## src/rtl/flash_cmd_pkg.sv

```systemverilog
package flash_cmd_pkg;

  typedef enum logic [2:0] {
    SQ_READ, SQ_KEY1, SQ_KEY2, SQ_PROG, SQ_ERS1, SQ_ERS2, SQ_ERS3, SQ_LOCK
  } seq_e;

  typedef enum logic [2:0] {
    CMD_NONE, CMD_PROG, CMD_CHIP, CMD_PAGE, CMD_LOCK_TOP, CMD_LOCK_BOT
  } cmd_e;

  localparam logic [7:0] C_KEY1    = 8'hAA;
  localparam logic [7:0] C_KEY2    = 8'h55;
  localparam logic [7:0] C_PROG    = 8'hA0;
  localparam logic [7:0] C_ERASE   = 8'h80;
  localparam logic [7:0] C_CHIP    = 8'h10;
  localparam logic [7:0] C_PAGE    = 8'h50;
  localparam logic [7:0] C_LOCK    = 8'h70;
  localparam logic [7:0] C_ID_ON   = 8'h90;
  localparam logic [7:0] C_ID_OFF  = 8'hF0;

endpackage

```

## src/rtl/fcd_seq_fsm.sv

```systemverilog
module fcd_seq_fsm
  import flash_cmd_pkg::*;
#(
  parameter int ADDR_W = 16,
  parameter int DATA_W = 8,
  parameter logic [ADDR_W-1:0] KEY_ADDR_A = 'h5555,
  parameter logic [ADDR_W-1:0] KEY_ADDR_B = 'h2AAA
) (
  input  logic              clk_i,
  input  logic              rst_ni,
  input  logic              wr_valid_i,
  input  logic [ADDR_W-1:0] wr_addr_i,
  input  logic [DATA_W-1:0] wr_data_i,
  input  logic              busy_i,
  output cmd_e              cmd_o,
  output logic [ADDR_W-1:0] cmd_addr_o,
  output logic [DATA_W-1:0] cmd_data_o,
  output logic              id_mode_o
);

  seq_e state_q, state_d;
  logic id_q, id_d;
  logic acc;
  logic at_a, at_b;

  assign acc  = wr_valid_i && !busy_i;
  assign at_a = (wr_addr_i == KEY_ADDR_A);
  assign at_b = (wr_addr_i == KEY_ADDR_B);

  function automatic logic is_code(input logic [DATA_W-1:0] d, input logic [7:0] c);
    return d == DATA_W'(c);
  endfunction

  always_comb begin
    state_d = state_q;
    id_d    = id_q;
    cmd_o   = CMD_NONE;
    if (acc) begin
      // default: abort to read mode
      state_d = SQ_READ;
      id_d    = 1'b0;
      unique case (state_q)
        SQ_READ: if (at_a && is_code(wr_data_i, C_KEY1)) begin
          state_d = SQ_KEY1; id_d = id_q;
        end
        SQ_KEY1: if (at_b && is_code(wr_data_i, C_KEY2)) begin
          state_d = SQ_KEY2; id_d = id_q;
        end
        SQ_KEY2: if (at_a) begin
          if (is_code(wr_data_i, C_PROG)) begin
            state_d = SQ_PROG; id_d = id_q;
          end else if (is_code(wr_data_i, C_ERASE)) begin
            state_d = SQ_ERS1; id_d = id_q;
          end else if (is_code(wr_data_i, C_ID_ON)) begin
            id_d = 1'b1;
          end
        end
        SQ_PROG: cmd_o = CMD_PROG;
        SQ_ERS1: if (at_a && is_code(wr_data_i, C_KEY1)) begin
          state_d = SQ_ERS2; id_d = id_q;
        end
        SQ_ERS2: if (at_b && is_code(wr_data_i, C_KEY2)) begin
          state_d = SQ_ERS3; id_d = id_q;
        end
        SQ_ERS3: begin
          if (at_a && is_code(wr_data_i, C_CHIP))      cmd_o = CMD_CHIP;
          else if (is_code(wr_data_i, C_PAGE))         cmd_o = CMD_PAGE;
          else if (at_a && is_code(wr_data_i, C_LOCK)) begin
            state_d = SQ_LOCK; id_d = id_q;
          end
        end
        SQ_LOCK: begin
          if (&wr_addr_i)       cmd_o = CMD_LOCK_TOP;
          else if (~|wr_addr_i) cmd_o = CMD_LOCK_BOT;
        end
        default: ;
      endcase
    end
  end

  always_ff @(posedge clk_i or negedge rst_ni) begin
    if (!rst_ni) begin
      state_q <= SQ_READ;
      id_q    <= 1'b0;
    end else begin
      state_q <= state_d;
      id_q    <= id_d;
    end
  end

  assign cmd_addr_o = wr_addr_i;
  assign cmd_data_o = wr_data_i;
  assign id_mode_o  = id_q;


  busy_hold_chk: assert property (@(posedge clk_i) disable iff (!rst_ni)
    busy_i |=> $stable(state_q) && $stable(id_q));


  cmd_return_chk: assert property (@(posedge clk_i) disable iff (!rst_ni)
    (cmd_o != CMD_NONE) |=> (state_q == SQ_READ));

endmodule

```

## src/rtl/fcd_guard.sv

```systemverilog
module fcd_guard
  import flash_cmd_pkg::*;
#(
  parameter int ADDR_W = 16,
  parameter int DATA_W = 8,
  parameter int BOOT_W = 13
) (
  input  logic              clk_i,
  input  logic              rst_ni,
  input  cmd_e              cmd_i,
  input  logic [ADDR_W-1:0] cmd_addr_i,
  input  logic [DATA_W-1:0] cmd_data_i,
  output logic              prog_start_o,
  output logic              chip_erase_o,
  output logic              page_erase_o,
  output logic [ADDR_W-1:0] op_addr_o,
  output logic [DATA_W-1:0] op_data_o,
  output logic              lock_top_o,
  output logic              lock_bot_o
);

  localparam int REG_W = ADDR_W - BOOT_W;

  // index 0: bottom region, index 1: top region
  logic [1:0] lock_q, lock_set, in_reg;
  logic       blocked, any_lock;
  logic       prog_d, chip_d, page_d;

  for (genvar g = 0; g < 2; g++) begin : g_region
    if (g == 1) begin : g_top
      assign in_reg[g]   = &cmd_addr_i[ADDR_W-1:BOOT_W];
      assign lock_set[g] = (cmd_i == CMD_LOCK_TOP);
    end else begin : g_bot
      assign in_reg[g]   = ~|cmd_addr_i[ADDR_W-1:BOOT_W];
      assign lock_set[g] = (cmd_i == CMD_LOCK_BOT);
    end
  end

  assign blocked  = |(in_reg & lock_q);
  assign any_lock = |lock_q;
  assign prog_d   = (cmd_i == CMD_PROG) && !blocked;
  assign page_d   = (cmd_i == CMD_PAGE) && !blocked;
  assign chip_d   = (cmd_i == CMD_CHIP) && !any_lock;

  always_ff @(posedge clk_i or negedge rst_ni) begin
    if (!rst_ni) begin
      lock_q       <= '0;
      prog_start_o <= 1'b0;
      chip_erase_o <= 1'b0;
      page_erase_o <= 1'b0;
      op_addr_o    <= '0;
      op_data_o    <= '0;
    end else begin
      lock_q       <= lock_q | lock_set;
      prog_start_o <= prog_d;
      chip_erase_o <= chip_d;
      page_erase_o <= page_d;
      if (prog_d || chip_d || page_d) begin
        op_addr_o <= cmd_addr_i;
        op_data_o <= cmd_data_i;
      end
    end
  end

  assign lock_top_o = lock_q[1];
  assign lock_bot_o = lock_q[0];


  one_start_chk: assert property (@(posedge clk_i) disable iff (!rst_ni)
    $onehot0({prog_start_o, chip_erase_o, page_erase_o}));


  top_sticky_chk: assert property (@(posedge clk_i) disable iff (!rst_ni)
    lock_top_o |=> lock_top_o);


  bot_sticky_chk: assert property (@(posedge clk_i) disable iff (!rst_ni)
    lock_bot_o |=> lock_bot_o);


  start_unlocked_chk: assert property (@(posedge clk_i) disable iff (!rst_ni)
    (prog_start_o || page_erase_o) |->
      !(lock_top_o && (&op_addr_o[ADDR_W-1:BOOT_W])) &&
      !(lock_bot_o && (~|op_addr_o[ADDR_W-1:BOOT_W])));


  chip_unlocked_chk: assert property (@(posedge clk_i) disable iff (!rst_ni)
    chip_erase_o |-> !lock_top_o && !lock_bot_o);

endmodule

```

## src/rtl/fcd_id_read.sv

```systemverilog
module fcd_id_read #(
  parameter int ADDR_W = 16,
  parameter int DATA_W = 8,
  parameter logic [DATA_W-1:0] MAKER_ID  = 'hC5,
  parameter logic [DATA_W-1:0] DEVICE_ID = 'h1B
) (
  input  logic              id_mode_i,
  input  logic [ADDR_W-1:0] rd_addr_i,
  input  logic              lock_top_i,
  input  logic              lock_bot_i,
  output logic [DATA_W-1:0] id_data_o
);

  localparam logic [ADDR_W-1:0] BOT_STAT_A = ADDR_W'(2);
  localparam logic [ADDR_W-1:0] TOP_STAT_A = {{(ADDR_W-4){1'b1}}, 4'h2};

  always_comb begin
    id_data_o = '0;
    if (id_mode_i) begin
      if (rd_addr_i == BOT_STAT_A)      id_data_o = DATA_W'(lock_bot_i);
      else if (rd_addr_i == TOP_STAT_A) id_data_o = DATA_W'(lock_top_i);
      else if (rd_addr_i[7:0] == 8'h00) id_data_o = MAKER_ID;
      else if (rd_addr_i[7:0] == 8'h01) id_data_o = DEVICE_ID;
    end
  end

endmodule

```

## src/rtl/flash_cmd_decoder.sv

```systemverilog
module flash_cmd_decoder
  import flash_cmd_pkg::*;
#(
  parameter int ADDR_W = 16,
  parameter int DATA_W = 8,
  parameter int BOOT_W = 13,
  parameter logic [ADDR_W-1:0] KEY_ADDR_A = 'h5555,
  parameter logic [ADDR_W-1:0] KEY_ADDR_B = 'h2AAA,
  parameter logic [DATA_W-1:0] MAKER_ID   = 'hC5,
  parameter logic [DATA_W-1:0] DEVICE_ID  = 'h1B
) (
  input  logic              clk_i,
  input  logic              rst_ni,
  input  logic              wr_valid_i,
  input  logic [ADDR_W-1:0] wr_addr_i,
  input  logic [DATA_W-1:0] wr_data_i,
  input  logic              busy_i,
  input  logic [ADDR_W-1:0] rd_addr_i,
  output logic              prog_start_o,
  output logic              chip_erase_o,
  output logic              page_erase_o,
  output logic [ADDR_W-1:0] op_addr_o,
  output logic [DATA_W-1:0] op_data_o,
  output logic              id_mode_o,
  output logic [DATA_W-1:0] id_data_o,
  output logic              lock_top_o,
  output logic              lock_bot_o
);

  cmd_e              cmd;
  logic [ADDR_W-1:0] cmd_addr;
  logic [DATA_W-1:0] cmd_data;

  fcd_seq_fsm #(
    .ADDR_W(ADDR_W), .DATA_W(DATA_W),
    .KEY_ADDR_A(KEY_ADDR_A), .KEY_ADDR_B(KEY_ADDR_B)
  ) i_seq (
    .clk_i(clk_i), .rst_ni(rst_ni),
    .wr_valid_i(wr_valid_i), .wr_addr_i(wr_addr_i), .wr_data_i(wr_data_i),
    .busy_i(busy_i),
    .cmd_o(cmd), .cmd_addr_o(cmd_addr), .cmd_data_o(cmd_data),
    .id_mode_o(id_mode_o)
  );

  fcd_guard #(
    .ADDR_W(ADDR_W), .DATA_W(DATA_W), .BOOT_W(BOOT_W)
  ) i_guard (
    .clk_i(clk_i), .rst_ni(rst_ni),
    .cmd_i(cmd), .cmd_addr_i(cmd_addr), .cmd_data_i(cmd_data),
    .prog_start_o(prog_start_o), .chip_erase_o(chip_erase_o),
    .page_erase_o(page_erase_o),
    .op_addr_o(op_addr_o), .op_data_o(op_data_o),
    .lock_top_o(lock_top_o), .lock_bot_o(lock_bot_o)
  );

  fcd_id_read #(
    .ADDR_W(ADDR_W), .DATA_W(DATA_W),
    .MAKER_ID(MAKER_ID), .DEVICE_ID(DEVICE_ID)
  ) i_id (
    .id_mode_i(id_mode_o), .rd_addr_i(rd_addr_i),
    .lock_top_i(lock_top_o), .lock_bot_i(lock_bot_o),
    .id_data_o(id_data_o)
  );

endmodule

```

## config.mk

```make
export PLATFORM = sky130hd
export DESIGN_NAME = flash_cmd_decoder
export DESIGN_NICKNAME = d
export VERILOG_FILES = /design/src/rtl/flash_cmd_pkg.sv /design/src/rtl/fcd_seq_fsm.sv /design/src/rtl/fcd_guard.sv /design/src/rtl/fcd_id_read.sv /design/src/rtl/flash_cmd_decoder.sv
export SDC_FILE = /design/constraint.sdc
export NUM_CORES = 1
export LEC_CHECK = 0
export BUFFER_PORTS_ARGS = -buffer_cell sky130_fd_sc_hd__clkbuf_2
export CORE_ASPECT_RATIO = 1.1
export CORE_MARGIN = 8
export CORE_UTILIZATION = 50
export DETAILED_ROUTE_END_ITERATION = 8
export PLACE_DENSITY = 0.83
export SYNTH_ARGS = -nofsm -noshare
export SYNTH_HDL_FRONTEND = slang
export SYNTH_HIERARCHICAL = 1
export SYNTH_SLANG_ARGS = --single-unit
```

## constraint.sdc

```tcl
create_clock -name clk_i -period 3.9 [get_ports clk_i]
set_input_delay 0 -clock clk_i [delete_from_list [all_inputs] [get_ports clk_i]]
set_output_delay 0 -clock clk_i [all_outputs]
set_load 0.02 [all_outputs]
```

==> impl_metrics.json <==
{
  "die_h_um": 88.6,
  "grt_usage_pct": 19.1,
  "layout_common_cells": "clkbuf_2 (80), dfrtp_1 (33), nand4_1 (29)",
  "drtIter0Drc": 186,
  "syn_nets": 311,
  "yosys_most_used_dff": "dfrtp_1",
  "cts_resized": 0,
  "antenna_found_initial": 0,
  "cts_buffers": 5,
  "n_antenna_cell": 0,
  "netlist_instances": 267,
  "min_period_ps": 2630,
  "clk_latency_ps": 280,
  "status": "complete, no violations",
  "die_area_sq_um": 7260,
  "yosys-top-cells-area": "dfrtp_1 (35%), buf_4 (9.1%), o211ai_2 (8.9%), nand4_1 (7.6%), nand3_1 (5.9%)",
  "cp-end-kind": "flip-flop",
  "ir_worst_vdd_uv": 150,
  "cts_num_sinks": 33,
  "ys_ff_latch": 33,
  "clock_path_buffers": 2,
  "yosysWarnings": 6,
  "initial_utilization_pct": 51.8,
  "drc": 0,
  "yosysSeqAreaShare_pct": 34.5,
  "coreArea_sq_um": 4620,
  "synth_area_sq_um": 2390,
  "fmax_mhz": 381,
  "worst_slew_pin_slew_ps": 965,
  "vias_per_cell": 6.28,
  "grt_max_degree": 34,
  "fillers": 438,
  "cp.arrival_ps": 2780,
  "final_common_cell": "clkbuf_2",
  "drv_slew": 0,
  "synth_top_area_share_pct": 34.5,
  "cts_root_buf": "clkbuf_8",
  "clk_pin_slew_worst_paths_ps": 70,
  "crit_path_max_fanout": 25,
  "hpwl_mm": 4.90,
  "final_nets": 355,
  "rsz0062_at_grt": "false",
  "powerDensity_nw_per_um2": 434,
  "vias": 2312,
  "crit_type": "flip-flop to flip-flop",
  "max_cap_violations": 0,
  "async_flop_share_pct": 100,
  "syn_avg_cell_area_sq_um": 8.96,
  "critPathRequiredTime_ps": 4050,
  "tns_ps": 0,
  "hold_violations": 0,
  "synth_edf_count": 0,
  "hp-class": "primary input to flip-flop",
  "cts_tree": "done",
  "grt_pass1_vias": 2390,
  "final_util_pct": 58.6,
  "power_leakage_uw": 0.00124,
  "synthToLayoutAreaGrowth_pct": 13.2,
  "port_buffers": 80,
  "finalCritPeriodShare_pct": 67.4,
  "overflow": 0,
  "dr.pass1.iters": 5,
  "wl_per_cell_um": 17.9,
  "startpoint_type": "flip-flop",
  "num_rows": 26,
  "pin_count": 82,
  "ctsHtreeMaxLevel": 2,
  "clock-skew-final_ps": 3.48,
  "die_w_um": 82.0,
  "yosysUniqueCellTypes": 46,
  "final_antenna_net_count": 0,
  "gp_congestion": 0.902,
  "drive_gt1_share_pct": 38.1,
  "finalSetupViolations": 0,
  "slew_headroom_pct": 35.7,
  "routed_wirelength_mm": 6.60,
  "grt_pass1_wl_mm": 11.0,
  "synth_area_leader_cell": "dfrtp_1"
}
-- logic make-up (layout without fill, tap and decap cells) --
group           count (synthesis)  count (layout)  share of synthesized area [%]
flops                          33              33                           34.5
simple gates                  112             112                           29.4
compound gates                 68              68                           21.9
buf+inv                        53              98                           14.1
other cells                     1               1                          0.157
-- final timing paths --
check | start | end | slack [ps] | cells past startpoint
worst max-delay path | i_seq/state_q[0] | i_guard/op_addr_o[4] | 1270 | 7
worst min register to register | i_guard/op_addr_o[5] | i_guard/op_addr_o[5] | 570 | 2
worst max register to register | i_seq/state_q[0] | i_guard/op_addr_o[4] | 1270 | 7
worst min-delay path | wr_addr_i[14] | i_guard/op_addr_o[14] | 30 | 3
max in group asynchronous | rst_ni | i_guard/op_data_o[6] | 3020 | 2
min in group asynchronous | rst_ni | i_guard/op_addr_o[14] | 350 | 2
-- sequential cells by signal, indices dropped and copies added, names as in the netlist --
name and count:
i_guard/op_addr_o 16, i_guard/op_data_o 8, i_seq/state_q 3, i_guard/lock_q 2
i_guard/chip_erase_o 1, i_guard/page_erase_o 1, i_guard/prog_start_o 1, i_seq/id_mode_o 1
-- cells in the mapped netlist, drive strengths merged (3+ instances only) --
cell	number
a21oi	5
a31oi	5
and3	4
buf	35
clkbuf	13
dfrtp	33
inv	5
nand2	4
nand3	28
nand4	29
nor2	12
nor2b	3
nor4	10
o211ai	21
o21ai	25
o22ai	3
or4	4
-- per-stage QoR --
| stage | total power [uW] | hold WS, ps | area (sq um) | setup WS [ps] | cells |
|---|---|---|---|---|---|
| CTS | 1190 | 23.3 | 2710 | 1310 | 368 |
| finish | 1180 | 25.9 | 2710 | 1270 | 368 |
| global route | 1250 | 51.6 | 2710 | 1100 | 368 |
| global placement | 848 | 121 | 2580 | 1410 | 359 |
| floorplan | 721 | -296 | 2390 | 1750 | 267 |
| detailed placement | 856 | 141 | 2580 | 1320 | 359 |
-- report_power, final --
group / internal [uW] / total, uW / switching (uW)
Combinational: 144 / 381 / 237
Clock: 208 / 333 / 124
Sequential: 422 / 463 / 41.5
-- critical path: stages (launching register included) --
cell and delay, ps:
dfrtp_1 420, nor3_1 90, and4b_1 210, a31oi_1 180, a21oi_1 150, or4_1 990
o21ai_1 350, o211ai_2 100
-- metal layers --
metal / vias up / share of wire [%] / routed length (um) / GRT usage (%)
met4: 0 / 0.67 / 44 / 6.23
met2: 109 / 51 / 3380 / 32.8
met3: 4 / 8.8 / 583 / 5.28
li1: 1096 / - / - / -
met5: - / 0 / 0 / 0
met1: 1103 / 39 / 2590 / 22.1
-- layout make-up --
cell class	instances	area [sq um]	area share [%]
inverter	5	18.8	0.693
clock buffer	7	86.3	3.19
timing repair buffer	85	440	16.3
clock inverter	1	30.0	1.11
sequential	33	826	30.5
tap	56	70.1	2.59
multi-input combinational	181	1240	45.7
-- repair_timing --
item / in CTS / in global routing
endpoints found under the hold margin: 33 / 0
setup buffers: 0 / 0
hold buffers: 1 / 0
No activity file was read; power rests on OpenSTA's default activity.
